--- config.mk ---
export PLATFORM = sky130hd
export DESIGN_NAME = pci_tgt_front
export DESIGN_NICKNAME = d
export VERILOG_FILES = /design/src/rtl/pci_tgt_front.sv
export SDC_FILE = /design/constraint.sdc
export NUM_CORES = 1
export LEC_CHECK = 0
export BUFFER_PORTS_ARGS = -buffer_cell sky130_fd_sc_hd__buf_2
export CAP_MARGIN = 20
export CORE_MARGIN = 4
export CORE_UTILIZATION = 50
export DETAILED_ROUTE_END_ITERATION = 12
export PLACE_DENSITY_LB_ADDON = 0.15
export SLEW_MARGIN = 20
export SYNTH_ARGS = -nofsm -noshare
export SYNTH_HDL_FRONTEND = slang
export SYNTH_SLANG_ARGS = --single-unit
--- constraint.sdc ---
create_clock -name clk -period 2.36 [get_ports clk]
set_input_delay 0.236 -clock clk [delete_from_list [all_inputs] [get_ports clk]]
set_output_delay 0.236 -clock clk [all_outputs]
set_load 0.01 [all_outputs]
--- src/rtl/pci_tgt_front.sv ---
module pci_tgt_front #(
  parameter int          MEM_AW    = 12,
  parameter int          IO_AW     = 8,
  parameter logic [15:0] CMD_WMASK = 16'h0547,
  parameter logic [15:0] STATUS_RO = 16'h0200
) (
  input  logic        clk,
  input  logic        rst_n,
  input  logic        frame_n,
  input  logic        irdy_n,
  input  logic        idsel,
  input  logic [3:0]  cbe_n,
  input  logic [31:0] ad_in,
  input  logic [31:0] usr_rdata,
  output logic        devsel_n,
  output logic        trdy_n,
  output logic [31:0] ad_out,
  output logic        ad_oe,
  output logic        req_valid,
  output logic [1:0]  req_space,
  output logic [31:0] req_addr,
  output logic        req_write,
  output logic        dphase,
  output logic [3:0]  wr_be,
  output logic [31:0] wr_data
);

  localparam logic [1:0]  SP_CFG    = 2'b00;
  localparam logic [1:0]  SP_IO     = 2'b01;
  localparam logic [1:0]  SP_MEM    = 2'b10;
  localparam logic [5:0]  REG_CMD   = 6'd1;
  localparam logic [5:0]  REG_BAR0  = 6'd4;
  localparam logic [5:0]  REG_BAR1  = 6'd5;
  localparam logic [31:0] BAR0_MASK = ~((32'd1 << MEM_AW) - 32'd1);
  localparam logic [31:0] BAR1_MASK = ~((32'd1 << IO_AW) - 32'd1);
  localparam logic [15:0] CMD_MASK  = CMD_WMASK & 16'hFF7F;

  typedef enum logic [1:0] {S_IDLE, S_DEC, S_ACT, S_WAIT} st_t;

  st_t         st_q;
  logic [3:0]  lat_cmd;
  logic [31:0] lat_addr;
  logic        lat_idsel;
  logic [1:0]  space_q;
  logic        devsel_q, trdy_q, req_q;
  logic [15:0] cmd_reg;
  logic [31:0] bar0_q, bar1_q;

  function automatic logic [31:0] bmerge(input logic [31:0] old_v, input logic [31:0] new_v,
                                         input logic [3:0] ben);
    logic [31:0] res;
    for (int b = 0; b < 4; b++)
      res[8*b +: 8] = ben[b] ? old_v[8*b +: 8] : new_v[8*b +: 8];
    return res;
  endfunction

  logic is_cfg, is_io, is_mem, cfg_hit, io_hit, mem_hit, hit;
  logic [1:0] hit_space;

  assign is_cfg  = (lat_cmd[3:1] == 3'b101);
  assign is_io   = (lat_cmd[3:1] == 3'b001);
  assign is_mem  = lat_cmd inside {4'b0110, 4'b0111, 4'b1100, 4'b1110, 4'b1111};
  assign cfg_hit = is_cfg && lat_idsel && (lat_addr[1:0] == 2'b00);
  assign io_hit  = is_io && cmd_reg[0] && (lat_addr[31:IO_AW] == bar1_q[31:IO_AW]);
  assign mem_hit = is_mem && cmd_reg[1] && (lat_addr[31:MEM_AW] == bar0_q[31:MEM_AW]);
  assign hit     = cfg_hit || io_hit || mem_hit;
  assign hit_space = cfg_hit ? SP_CFG : (io_hit ? SP_IO : SP_MEM);

  logic xfer;
  assign xfer = (st_q == S_ACT) && !irdy_n && !trdy_q;

  always_ff @(posedge clk or negedge rst_n) begin
    if (!rst_n) begin
      st_q      <= S_IDLE;
      lat_cmd   <= 4'h0;
      lat_addr  <= '0;
      lat_idsel <= 1'b0;
      space_q   <= SP_CFG;
      devsel_q  <= 1'b1;
      trdy_q    <= 1'b1;
      req_q     <= 1'b0;
    end else begin
      req_q <= 1'b0;
      case (st_q)
        S_IDLE: if (!frame_n) begin
          lat_cmd   <= cbe_n;
          lat_addr  <= ad_in;
          lat_idsel <= idsel;
          st_q      <= S_DEC;
        end
        S_DEC: if (hit) begin
          st_q     <= S_ACT;
          devsel_q <= 1'b0;
          trdy_q   <= 1'b0;
          req_q    <= 1'b1;
          space_q  <= hit_space;
        end else begin
          st_q <= S_WAIT;
        end
        S_ACT: if (xfer && frame_n) begin
          st_q     <= S_IDLE;
          devsel_q <= 1'b1;
          trdy_q   <= 1'b1;
        end
        default: if (frame_n && irdy_n) st_q <= S_IDLE;
      endcase
    end
  end

  logic        cfg_wr;
  logic [15:0] cmd_nx;
  logic [31:0] bar0_m, bar1_m;

  assign cfg_wr = xfer && (space_q == SP_CFG) && lat_cmd[0];
  assign cmd_nx = {cbe_n[1] ? cmd_reg[15:8] : ad_in[15:8],
                   cbe_n[0] ? cmd_reg[7:0]  : ad_in[7:0]};
  assign bar0_m = bmerge(bar0_q, ad_in, cbe_n);
  assign bar1_m = bmerge(bar1_q, ad_in, cbe_n);

  always_ff @(posedge clk or negedge rst_n) begin
    if (!rst_n) begin
      cmd_reg <= '0;
      bar0_q  <= '0;
      bar1_q  <= '0;
    end else if (cfg_wr) begin
      case (lat_addr[7:2])
        REG_CMD:  cmd_reg <= cmd_nx & CMD_MASK;
        REG_BAR0: bar0_q  <= bar0_m & BAR0_MASK;
        REG_BAR1: bar1_q  <= bar1_m & BAR1_MASK;
        default: ;
      endcase
    end
  end

  logic [31:0] cfg_rdata;
  always_comb begin
    case (lat_addr[7:2])
      REG_CMD:  cfg_rdata = {STATUS_RO, cmd_reg};
      REG_BAR0: cfg_rdata = bar0_q;
      REG_BAR1: cfg_rdata = bar1_q | 32'd1;
      default:  cfg_rdata = '0;
    endcase
  end

  assign devsel_n  = devsel_q;
  assign trdy_n    = trdy_q;
  assign req_valid = req_q;
  assign req_space = space_q;
  assign req_addr  = lat_addr;
  assign req_write = lat_cmd[0];
  assign ad_oe     = (st_q == S_ACT) && !lat_cmd[0];
  assign ad_out    = (space_q == SP_CFG) ? cfg_rdata : usr_rdata;
  assign dphase    = xfer && (space_q != SP_CFG);
  assign wr_be     = (dphase && lat_cmd[0]) ? ~cbe_n : 4'b0000;
  assign wr_data   = ad_in;


  devsel_medium_chk: assert property (@(posedge clk) disable iff (!rst_n)
    $fell(devsel_n) |-> $past(!frame_n, 2));


  req_pulse_chk: assert property (@(posedge clk) disable iff (!rst_n)
    req_valid |-> ($fell(devsel_n) && $fell(trdy_n)));


  intack_ignored_chk: assert property (@(posedge clk) disable iff (!rst_n)
    (st_q == S_DEC && lat_cmd == 4'b0000) |=> devsel_n);


  mem_disabled_chk: assert property (@(posedge clk) disable iff (!rst_n)
    (st_q == S_DEC && is_mem && !cmd_reg[1]) |=> devsel_n);


  release_chk: assert property (@(posedge clk) disable iff (!rst_n)
    (!devsel_n && !irdy_n && !trdy_n && frame_n) |=> (devsel_n && trdy_n));


  rd_be_chk: assert property (@(posedge clk) disable iff (!rst_n)
    ad_oe |-> (wr_be == 4'b0000));


  stepping_chk: assert property (@(posedge clk) disable iff (!rst_n)
    (st_q == S_ACT && space_q == SP_CFG && !lat_cmd[0] && lat_addr[7:2] == REG_CMD) |-> !ad_out[7]);

endmodule

==> impl_results.md, run 1 <==
* Commonest non-fill, non-tap cell in the layout: buf_2
* Largest register FFs at 32
* CP endpoint kind: primary output
* RePlAce Congestion at around 0.81
* First-pass GRT wire length at 20300 um
* Max Clock Freq at 0.447 GHz
* Post-DRT Antenna Nets at 0
* Routed WL at 13000 um
* Avg Cell Area, Syn at 11.3 sq um
* Clk pin slew, worst setup/hold paths at around 0.09 ns
* Worst r2r dst: req_space[0]
* Cell taking the most area after synthesis: dfrtp_1
* Peak VDD IR at 0.447 mV
* Worst Path Required at roughly 2.1 ns
* Min Tclk post-route at 2.24 ns
* Internal Power at 3480 uW
* Worst r2r src: req_addr[8]
* Sw Share at 0.358
* Area Growth Syn to Fin at 22.7%
* Die Footprint at 11700 sq um
* Hold Crit Start: ad_in[4]
* Status: completed
* Min-Delay Path Class: in2reg
* Cell area after synthesis at around 5000 sq um
* GRT Util Overall at 0.224
* Worst-Margin Slew at 0.645 ns
* Max Slew Vio Count at 0
* Share of synthesized registers carrying an async set or reset at 1.00
* # nets final at 668
* Clock skew at 0.0129 ns
* Grt ovf at 0
* Cells after Synth at 442
* Switching pwr at 1940 uW
* Number of global-route vias before repair at 3883
* Layout cells sized above 1 at 0.513
* Leakage at 0.00308 uW
* Distinct cell type count after synthesis at 39
* Max cap viols at 0
* Startpoint types: flop
* RSZ-0062 raised after global routing: no
* Top FF cell, synth: dfrtp_1
* Final worst path period share at 0.948
* Clk pwr share at 0.206
* DP Worst Slack at 0.148 ns
* TritonCTS clock tree: yes
* I/O pin cnt at around 180
* Synth top area share at 0.461
* Longest Clk Path Bufs at 2
* Initial Util at 0.513
* PD cells at around 880 nW/um^2
* Initial antenna violation count at 0
* Endpoints failing setup at 0
* # Post-CTS Setup Buffers at 0
* Sequential share of power at 0.435
* Crit path max fanout at 14
* Critical path type: reg2out
* Hpwl dp at ~10000 um
* Final hold violations at 0
* H-tree levels at 3
* Yosys warns at 0
* R2R cell count at 6
* Pin count of the biggest net entering global routing at 50
* Vias/cell at 5.26
* Vias post-DR at 3852
* Final WS setup at 0.122 ns
* Post-synthesis sequential area ratio at 0.466
* Cts bufs inserted at 9
* Worst skew pair latency at 0.35 ns
* Clock Sinks at 93
* Ranking of synthesized cells by area: dfrtp_1, mux2_2, xnor2_1
* Root Buffer Master: clkbuf_8
* Commonest cells after routing, fill and taps aside: buf_2, dfrtp_1, mux2_2, nand2_1, xnor2_1
* Endpoint with the worst hold slack: req_addr[4]
* Wire length per cell at 17.8 um
* Initial DRC Count at 134
* Die extent in x at approximately 110 um
* Core ar. at about 9700 sq um
* Row Count at 36
* #FFs+latches synth at 93
* Post-synth EDFFs at 0
* Gate power share at 0.359
* TNS Setup at 0 ns
* Worst Hold Path Cells at 2
* Slew headroom at 0.570
* DRT Pass-1 Iters at 4
* Reg2Reg Setup Slack at about 0.24 ns
* Die Ht at 108 um
* Port Buf Inserts at 180
* Post-route DRC at 0
* Worst path arrival time at roughly 2 ns
* Antenna cells at 0
* Syn Nets at 515
==> synth_stat cells, types with 4 or more instances <==
cell type  count
a21oi_1        5
and2_1         5
buf_2          4
buf_4         33
clkbuf_1      12
dfrtp_1       92
inv_1          4
mux2_2        86
mux2i_1       19
nand2_1       45
nand3_1        7
nand4_1       10
nor2_1        19
nor3_1         4
nor4_1         4
o21ai_0        4
o31ai_1       20
xnor2_1       30
xor2_1        14
==> timing repair <==
action                                  CTS  global route
resized for setup                         3             8
endpoints found under the setup margin   14            11
hold buffers                              1             0
hold endpoints to repair                 47             0
==> cells by family (layout without fill, tap and decap cells) <==
| kind of cell | count (synthesis) | in the layout | share of synthesized area |
|---|---|---|---|
| and+or+nand+nor | 107 | 107 | 0.105 |
| muxes | 105 | 105 | 0.232 |
| DFF | 93 | 93 | 0.466 |
| buffers and inverters | 56 | 214 | 0.0681 |
| xor gates and xnor gates | 44 | 44 | 0.0772 |
| AOI/OAI and AO/OA | 37 | 37 | 0.0519 |
==> critical path: stages (launching register included) <==
cell	delay, ns
dfrtp_1	0.42
nor4_2	0.32
buf_4	0.19
nand2_4	0.10
buf_12	0.19
o31ai_1	0.25
buf_2	0.18
==> worst max path at each step <==
| stage | from | to | slack (ns) |
|---|---|---|---|
| floorplan | req_addr[3] | ad_out[20] | 0.37 |
| global placement | req_addr[3] | bar0_q[18] | 0.20 |
| detailed placement | req_addr[3] | bar0_q[20] | 0.15 |
| CTS | req_addr[3] | ad_out[13] | 0.03 |
| global route | req_addr[3] | ad_out[0] | 0.02 |
| finish | req_addr[3] | ad_out[16] | 0.12 |
==> metrics by stage <==
step,hold WS [ns],total power [uW],utilization,cells,instance area [sq um]
after global placement,0.296,4280,0.603,716,5870
after CTS,0.115,5440,0.627,733,6100
after detailed placement,0.303,4320,0.603,716,5870
after global routing,0.123,5710,0.630,733,6130
after floorplan,-0.0596,3510,-,442,4990
final,0.124,5420,0.630,733,6130
==> final cells by class <==
type	instances	area [sq um]
clock inverters	5	58.8
repair buffers	194	1050
multi-input cells	293	2360
well taps	133	166
fillers	839	3600
inverters	4	15.0
flip-flops and latches	93	2330
clock buffers	11	151
==> power groups by stage <==
stage	sequential (uW)	combinational (uW)	clock, uW
2_1_floorplan	2420	1080	0
3_5_place_dp	2380	1940	0
6_report	2360	1940	1120
4_1_cts	2360	1960	1130
5_1_grt	2410	2100	1190
3_3_place_gp	2360	1920	0
==> routing by layer <==
metal | vias up | wire (um) | track usage
met1 | 1870 | 5680 | 0.295
met5 | - | 0 | 0
li1 | 1828 | - | -
met2 | 141 | 6350 | 0.383
met3 | 13 | 833 | 0.0358
met4 | 0 | 188 | 0.0649
Note: power is estimated with default switching activity, not from simulation.
==> run 2: changes to the inputs <==
CORE_MARGIN = 1   (was 4)
==> impl_results.md, run 2 (same netlist as run 1, synthesis figures left out) <==
* Final hold violations at 0 (unchanged)
* PD cells at 883 nW/um^2 (was 884 nW/um^2)
* Commonest non-fill, non-tap cell in the layout: buf_2 (unchanged)
* TritonCTS clock tree: yes (unchanged)
* DRT Pass-1 Iters at 4 (unchanged)
* Initial DRC Count at 92 (was 134)
* Clock skew at 0.0143 ns (was 0.0129 ns)
* Longest Clk Path Bufs at 2 (unchanged)
* Worst skew pair latency at 0.35 ns (about the same)
* Max cap viols at 0 (unchanged)
* Clk pin slew, worst setup/hold paths at 0.09 ns (about the same)
* Initial Util at 0.513 (unchanged)
* Min-Delay Path Class: in2reg (unchanged)
* Die extent in x at 102 um (was 108 um)
* Vias post-DR at 3809 (was 3852)
* Die Ht at 102 um (was 108 um)
* Die Footprint at 10400 sq um (was 11700 sq um)
* Initial antenna violation count at 0 (unchanged)
* Commonest cells after routing, fill and taps aside: buf_2, dfrtp_1, mux2_2, nand2_1, xnor2_1 (unchanged)
* First-pass GRT wire length at 18800 um (was 20300 um)
* Max Slew Vio Count at 0 (unchanged)
* Grt ovf at 0 (unchanged)
* Leakage at 0.00308 uW (about the same)
* Number of global-route vias before repair at 3541 (was 3883)
* Reg2Reg Setup Slack at 0.25 ns (was 0.24 ns)
* I/O pin cnt at 181 (unchanged)
* Slew headroom at 0.606 (was 0.570)
* Hpwl dp at 9280 um (was 10100 um)
* Routed WL at 12200 um (was 13000 um)
* Largest register FFs at 32 (unchanged)
* RePlAce Congestion at 0.776 (was 0.807)
* Wire length per cell at 16.7 um (was 17.8 um)
* Worst Path Required at 2.12 ns (about the same)
* Vias/cell at 5.20 (was 5.26)
* Root Buffer Master: clkbuf_8 (unchanged)
* Core ar. at 9730 sq um (unchanged)
* Pwr Total at 5400 uW (was 5420 uW)
* # Post-CTS Setup Buffers at 0 (unchanged)
* DP Worst Slack at 0.187 ns (was 0.148 ns)
* Worst-Margin Slew at 0.590 ns (was 0.645 ns)
* Port Buf Inserts at 180 (unchanged)
* Startpoint types: flop (unchanged)
* Final worst path period share at 0.939 (was 0.948)
* RSZ-0062 raised after global routing: no (unchanged)
* Cells after DPL at 715 (was 716)
* Worst path arrival time at 1.98 ns (was 2.00 ns)
* Post-DRT Antenna Nets at 0 (unchanged)
* Row Count at 36 (unchanged)
* Clock Sinks at 93 (unchanged)
* Min Tclk post-route at 2.22 ns (was 2.24 ns)
* Antenna cells at 0 (unchanged)
* Fillers at 853 (was 839)
* Area Growth Syn to Fin at 22.4% (was 22.7%)
* Pin count of the biggest net entering global routing at 50 (unchanged)
* Endpoints failing setup at 0 (unchanged)
* Crit path max fanout at 14 (unchanged)
* Final WS setup at 0.143 ns (was 0.122 ns)
* Final Hold Slack at 0.126 ns (was 0.124 ns)
* Peak VDD IR at 0.426 mV (was 0.447 mV)
* # nets final at 667 (was 668)
* Post-route DRC at 0 (unchanged)
* Critical path type: reg2out (unchanged)
* H-tree levels at 3 (unchanged)
* Cts bufs inserted at 9 (unchanged)
* Finished Layout Cells at 732 (was 733)
* TNS Setup at 0 ns (unchanged)
* GRT Util Overall at 0.242 (was 0.224)
* Layout cells sized above 1 at 0.511 (was 0.513)
* CP endpoint kind: primary output (unchanged)
* Status: completed (unchanged)
* Max Clock Freq at 0.451 GHz (was 0.447 GHz)
[run 2: per-layer routing]
layer  part of all wire  global-route usage  vias to the layer above
met5                  0                   0                        -
met1               0.45               0.325                     1846
met4             0.0074              0.0495                        0
met3              0.052              0.0356                        6
met2               0.49               0.418                      138
li1                   -                   -                     1819
[run 2: path summary, 6_finish.rpt]
path	from	endpoint	cells after the start
max	req_addr[6]	ad_out[21]	6
min	ad_in[4]	req_addr[4]	2
max reg2reg	req_addr[21]	req_space[0]	6
min reg2reg	cmd_reg[6]	cmd_reg[6]	1
max in group asynchronous	rst_n	req_addr[23]	3
min in group asynchronous	rst_n	req_valid	2
[run 2: what timing repair did]
action | in CTS | in global routing
gates resized for setup | 3 | 7
hold buffers | 1 | 0
endpoints found under the setup margin | 15 | 12
hold endpoints to repair | 43 | 0
pin swaps | 0 | 1
[run 2: final cells by class]
| cell class | instances | area [sq um] | area share |
|---|---|---|---|
| Multi-Input combinational cell | 293 | 2360 | 0.385 |
| Timing Repair Buffer | 193 | 1030 | 0.168 |
| Sequential cell | 93 | 2330 | 0.381 |
| Clock inverter | 4 | 55.1 | 0.00900 |
| Clock buffer | 12 | 165 | 0.0270 |
| Tap cell | 133 | 166 | 0.0272 |
| Inverter | 4 | 15.0 | 0.00245 |
[run 2: where the power goes]
part	total, uW	internal [uW]	switching (uW)
clock	1140	581	556
sequential	2350	1930	414
combinational	1920	978	938
[run 2: metrics by stage]
stage          utilization  instance area, sq um
6_report             0.629                  6120
5_1_grt              0.629                  6120
4_1_cts              0.626                  6090
3_5_place_dp         0.601                  5850
3_3_place_gp         0.601                  5850
2_1_floorplan            -                  4990
[run 2: critical path: stages (launching register included)]
cell     delay, ns
dfrtp_1       0.41
nor4_2        0.33
buf_4         0.20
nand2_4       0.10
buf_12        0.19
o31ai_1       0.24
buf_2         0.17
